**src/rtl/eprom_burner.sv**
```systemverilog
module eprom_burner #(
  parameter int AW = 16,
  parameter int DW = 8,
  parameter int CLK_MHZ = 125,
  parameter int PULSE_NS = 50000,
  parameter int DV_NS = 100,
  parameter int MAX_TRY = 10,
  parameter logic [7:0] MFR_ID = 8'h8F,
  parameter logic [7:0] DEV_ID = 8'h85,
  localparam int TW = $clog2(MAX_TRY + 1)
) (
  input  logic          clk,
  input  logic          rst_n,
  input  logic          req_valid,
  output logic          req_ready,
  input  logic [AW-1:0] req_addr,
  input  logic [DW-1:0] req_data,
  input  logic          id_start,
  input  logic          err_ack,
  output logic          resp_done,
  output logic          resp_err,
  output logic [1:0]    resp_code,
  output logic [TW-1:0] resp_tries,
  output logic [AW-1:0] rom_addr,
  output logic [DW-1:0] rom_dq_out,
  output logic          rom_dq_oe,
  input  logic [DW-1:0] rom_dq_in,
  output logic          rom_ce_n,
  output logic          rom_oe_n,
  output logic          vpp_req,
  output logic          a9_hv_req
);
  localparam int PULSE_CYC = (PULSE_NS * CLK_MHZ) / 1000;
  localparam int DV_RAW = (DV_NS * CLK_MHZ + 999) / 1000;
  localparam int DV_CYC = DV_RAW < 1 ? 1 : DV_RAW;
  localparam int CW = $clog2((PULSE_CYC > DV_CYC ? PULSE_CYC : DV_CYC) + 2);
  localparam logic [CW-1:0] PULSE_END = CW'(PULSE_CYC - 1);
  localparam logic [CW-1:0] DV_END = CW'(DV_CYC);
  localparam logic [TW-1:0] TRY_LIM = TW'(MAX_TRY);

  typedef enum logic [3:0] {
    S_IDLE, S_PRE, S_SET, S_PULSE, S_REC, S_VER, S_ID0, S_ID1, S_ERR
  } st_t;

  st_t           st;
  logic [CW-1:0] cnt;
  logic [AW-1:0] addr_q;
  logic [DW-1:0] data_q;
  logic [TW-1:0] tries;
  logic [1:0]    code_q;
  logic          done_q;

  wire rd_state = (st == S_PRE) || (st == S_VER) || (st == S_ID0) || (st == S_ID1);
  wire rd_ready = rd_state && (cnt == DV_END);
  wire hv_state = (st == S_SET) || (st == S_PULSE);

  assign req_ready  = (st == S_IDLE) && !id_start;
  assign resp_done  = done_q;
  assign resp_err   = (st == S_ERR);
  assign resp_code  = code_q;
  assign resp_tries = tries;
  assign rom_addr   = addr_q;
  assign rom_dq_out = data_q;
  assign rom_dq_oe  = hv_state;
  assign vpp_req    = hv_state;
  assign rom_ce_n   = !(rd_state || st == S_PULSE);
  assign rom_oe_n   = !rd_state;
  assign a9_hv_req  = (st == S_ID0) || (st == S_ID1);

  always_ff @(posedge clk) begin
    if (!rst_n) begin
      st     <= S_IDLE;
      cnt    <= '0;
      addr_q <= '0;
      data_q <= '1;
      tries  <= '0;
      code_q <= 2'd0;
      done_q <= 1'b0;
    end else begin
      done_q <= 1'b0;
      cnt    <= cnt + 1'b1;
      case (st)
        S_IDLE: begin
          cnt <= '0;
          if (id_start) begin
            addr_q <= '0;
            tries  <= '0;
            st     <= S_ID0;
          end else if (req_valid) begin
            addr_q <= req_addr;
            data_q <= req_data;
            tries  <= '0;
            st     <= S_PRE;
          end
        end
        S_PRE: if (rd_ready) begin
          cnt <= '0;
          if (|(~rom_dq_in & data_q)) begin
            code_q <= 2'd1;
            st     <= S_ERR;
          end else if (rom_dq_in == data_q) begin
            done_q <= 1'b1;
            st     <= S_IDLE;
          end else st <= S_SET;
        end
        S_SET: begin
          cnt <= '0;
          st  <= S_PULSE;
        end
        S_PULSE: if (cnt == PULSE_END) begin
          cnt   <= '0;
          tries <= tries + 1'b1;
          st    <= S_REC;
        end
        S_REC: begin
          cnt <= '0;
          st  <= S_VER;
        end
        S_VER: if (rd_ready) begin
          cnt <= '0;
          if (rom_dq_in == data_q) begin
            done_q <= 1'b1;
            st     <= S_IDLE;
          end else if (tries == TRY_LIM) begin
            code_q <= 2'd2;
            st     <= S_ERR;
          end else st <= S_SET;
        end
        S_ID0: if (rd_ready) begin
          cnt <= '0;
          if (rom_dq_in != MFR_ID) begin
            code_q <= 2'd3;
            st     <= S_ERR;
          end else begin
            addr_q[0] <= 1'b1;
            st        <= S_ID1;
          end
        end
        S_ID1: if (rd_ready) begin
          cnt <= '0;
          if (rom_dq_in != DEV_ID) begin
            code_q <= 2'd3;
            st     <= S_ERR;
          end else begin
            done_q <= 1'b1;
            st     <= S_IDLE;
          end
        end
        S_ERR: if (err_ack) begin
          code_q <= 2'd0;
          st     <= S_IDLE;
        end
        default: st <= S_IDLE;
      endcase
    end
  end

  assert_pulse_stable_R5: assert property (@(posedge clk) disable iff (!rst_n)
    (st == S_PULSE && $past(st) == S_PULSE) |-> ($stable(rom_addr) && $stable(rom_dq_out)));
  assert_vpp_before_pulse_R4: assert property (@(posedge clk) disable iff (!rst_n)
    ($fell(rom_ce_n) && vpp_req) |-> $past(vpp_req));
  assert_vpp_rise_ce_high_R4: assert property (@(posedge clk) disable iff (!rst_n)
    $rose(vpp_req) |-> rom_ce_n);
  assert_try_limit_R8: assert property (@(posedge clk) disable iff (!rst_n)
    tries <= TRY_LIM);
  assert_done_err_excl_R7: assert property (@(posedge clk) disable iff (!rst_n)
    !(resp_done && resp_err));
  assert_err_holds_R9: assert property (@(posedge clk) disable iff (!rst_n)
    ($past(resp_err) && !$past(err_ack)) |-> (resp_err && !req_ready));
  assert_no_vpp_when_ready_R1: assert property (@(posedge clk) disable iff (!rst_n)
    req_ready |-> (!vpp_req && rom_ce_n));
endmodule

```
**config.mk**
```make
export PLATFORM = sky130hd
export DESIGN_NAME = eprom_burner
export DESIGN_NICKNAME = d
export VERILOG_FILES = /design/src/rtl/eprom_burner.sv
export SDC_FILE = /design/constraint.sdc
export NUM_CORES = 1
export LEC_CHECK = 0
export BUFFER_PORTS_ARGS = -buffer_cell sky130_fd_sc_hd__buf_2
export CAP_MARGIN = 0
export CORE_MARGIN = 2
export CORE_UTILIZATION = 24
export DETAILED_ROUTE_END_ITERATION = 6
export SLEW_MARGIN = 20
export SYNTH_ARGS = -nofsm -noshare
export SYNTH_HDL_FRONTEND = slang
export SYNTH_SLANG_ARGS = --single-unit
```
**constraint.sdc**
```tcl
create_clock -name clk -period 1.95 [get_ports clk]
set_clock_uncertainty 0.1 [all_clocks]
set_input_delay 0.39 -clock clk [delete_from_list [all_inputs] [get_ports clk]]
set_output_delay 0.39 -clock clk [all_outputs]
set_load 0.02 [all_outputs]
```
==> impl_metrics.tcl <==
set metrics [dict create \
    hold_ws_ns 0.188 \
    met2_usage_pct 21.5 \
    cts_made_buffers 5 \
    ant_nets 0 \
    yosys_warnings 0 \
    area_growth_pct 46.9 \
    violations "setup timing" \
    final_cells 555 \
    start_util_pct 24.7 \
    place_area_sq_mm 0.00334 \
    slew_headroom_pct 63.3 \
    vias 2569 \
    post-route-min-period_ns 2.02 \
    core_region_area_sq_mm 0.0103 \
    rr_worst_depth 10 \
    final_area_sq_mm 0.00372 \
    critPathKind "reg2reg" \
    cp-end-kind "register" \
    crit_required_ns 2.05 \
    tritoncts "built" \
    dr.pass1.iters 5 \
    worstPathArrival_ns 2.12 \
    crit_fanout 13 \
    async_flop_share_pct 0 \
    synth_area_leaders "dfxtp_1, nor2_1, ha_1" \
    synth_top_area_share_pct 37.9 \
    io_buffers 74 \
    cts.hold.buffers_added 0 \
    synth_ff_type "dfxtp_1" \
    grt_pass1_vias 2509 \
    clkTransAtPathRegs_ns 0.09 \
    gp_congestion 0.875 \
    synth_seq_cells 48 \
    worst_pin_slew_ns 0.547 \
    clk_latency_ns 0.31 \
    synth_edf_count 0 \
    synthTopCellsByCount "dfxtp_1, nor2_1, nand2_1, nand3_1" \
    wl_per_cell_um 13.1 \
    grt_use_met3_pct 2.49 \
    grt_max_degree 24 \
    layout_setup_ws_ns -0.0735 \
    numClockSinks 48 \
    dp_hpwl_um 5300 \
    ios 75 \
    die_h_um 107 \
    die_x_um 107 \
    dp_cells 538 \
    finalSetupViolCount 23 \
    fmax_ghz 0.494 \
    synth_area_per_cell_sq_um 8.47 \
    yosysTopAreaCell "dfxtp_1" \
    use_met1_pct 15.4 \
    num_rows 37 \
    filler_cell_count 1066 \
    synth_most_common_cell "dfxtp_1" \
    drc 0 \
    overflow 0 \
    drv_slew 0 \
    wl_um 7250 \
    hp-class "in2reg" \
    synthesis.instances 299 \
    track_usage_pct 12.4 \
    power_leakage_nw 1.61 \
    ir_drop_mv 0.525 \
    powerDensity_mw_per_mm2 1220 \
    whs_path_depth 3 \
    hold_violations 0 \
    synth_seq_area_share_pct 37.9 \
    min_period_over_period_pct 104 \
    grt_first_pass_wirelength_um 11600 \
    rsz0062_at_grt "true" \
    tns_ns -1.23 \
    grt_antenna_before_repair 0 \
    clock_path_buffers 2 \
    synth_cell_types 59 \
    nets 468 \
    status "complete, but fails checks" \
    viasPerCell 4.63 \
    syn_nets 348 \
    htreeDepth 2 \
    diodes 0 \
    busiest_layer "met2" \
    syn_area_sq_mm 0.00253 \
    drive_above_1_share_pct 44.2 \
    dieArea_sq_mm 0.0114 \
    clock-root-buffer "clkbuf_8" \
    first_iter_violations 88 \
    start_kind "register" \
    drv_cap 0 \
    power_mw 4.52 \
]
==> worst paths after layout <==
| kind | start | endpoint | slack [ns] |
|---|---|---|---|
| worst min-delay path | req_data[4] | rom_dq_out[4] | 0.19 |
| worst max-delay path | cnt[1] | cnt[6] | -0.07 |
| worst min register to register | resp_code[0] | resp_code[0] | 0.37 |
| worst max register to register | cnt[1] | cnt[6] | -0.07 |
==> critical path, stage by stage, from the launching register on <==
cell and delay (ns):
dfxtp_2 0.33, inv_2 0.06, ha_4 0.12, or2b_4 0.28, buf_6 0.12, nor4_4 0.26, buf_4 0.19, o22ai_4 0.09
o21ai_2 0.17, buf_12 0.16, nor2_1 0.05
==> cells in the final DEF, fill, tap and decap left out, types with 6 or more instances in the layout <==
master	n
buf_2	69
buf_4	43
nor2_1	42
dfxtp_1	36
nand2_1	30
nand3_1	17
a22oi_1	15
inv_1	13
ha_1	11
dfxtp_2	11
buf_6	11
a21oi_1	9
xor2_1	6
nand4_1	6
==> cell type report <==
type / count / area [sq um] / share of cell area [%]
Timing Repair Buffer: 127 / 872 / 23.4
Multi-Input combinational cell: 221 / 1560 / 41.9
Inverter: 16 / 60.1 / 1.61
Clock inverter: 2 / 12.5 / 0.336
Sequential cell: 48 / 978 / 26.3
Tap cell: 136 / 170 / 4.57
Clock buffer: 5 / 68.8 / 1.85
==> logic make-up after synthesis <==
group | Yosys count | synth area share [%]
AO/OA/AOI/OAI | 57 | 15.5
XOR/XNOR | 12 | 4.15
adder cells (fa/ha/maj) | 12 | 5.93
buffers and inverters | 30 | 6.86
flip-flops | 48 | 37.9
multiplexers | 3 | 1.19
AND/OR/NAND/NOR | 137 | 28.5
==> registers in the layout (all words and copies together) (netlist names) <==
register,count
rom_addr,16
resp_code,2
cnt,13
st,4
resp_done,1
rom_dq_out,8
resp_tries,4
==> power by group <==
group | switching, mW | leakage [nW] | internal, mW | total, mW
combinational | 1.36 | 1.18 | 1.28 | 2.64
clock | 0.355 | 0.0400 | 0.244 | 0.599
sequential | 0.133 | 0.392 | 1.16 | 1.29
total | 1.84 | 1.61 | 2.68 | 4.52
==> layer usage <==
layer / wire length, um / up-vias
li1: - / 1288
met1: 3270 / 1212
met2: 3580 / 58
met3: 277 / 11
met4: 123 / 0
met5: 0 / -
==> timing repair <==
item,in CTS,in global routing
cloned,0,1
pin swaps,15,12
buffers inserted,6,3
endpoints found under the setup margin,29,36
resized for setup,34,27
==> per-stage QoR <==
stage | setup slack [ns] | util, %
floorplan | -0.0399 | -
global placement | -0.205 | 32.5
detailed placement | -0.183 | 32.5
CTS | -0.0890 | 34.9
global route | -0.177 | 36.2
finish | -0.0735 | 36.2
Power figures use the tool's default switching activity.
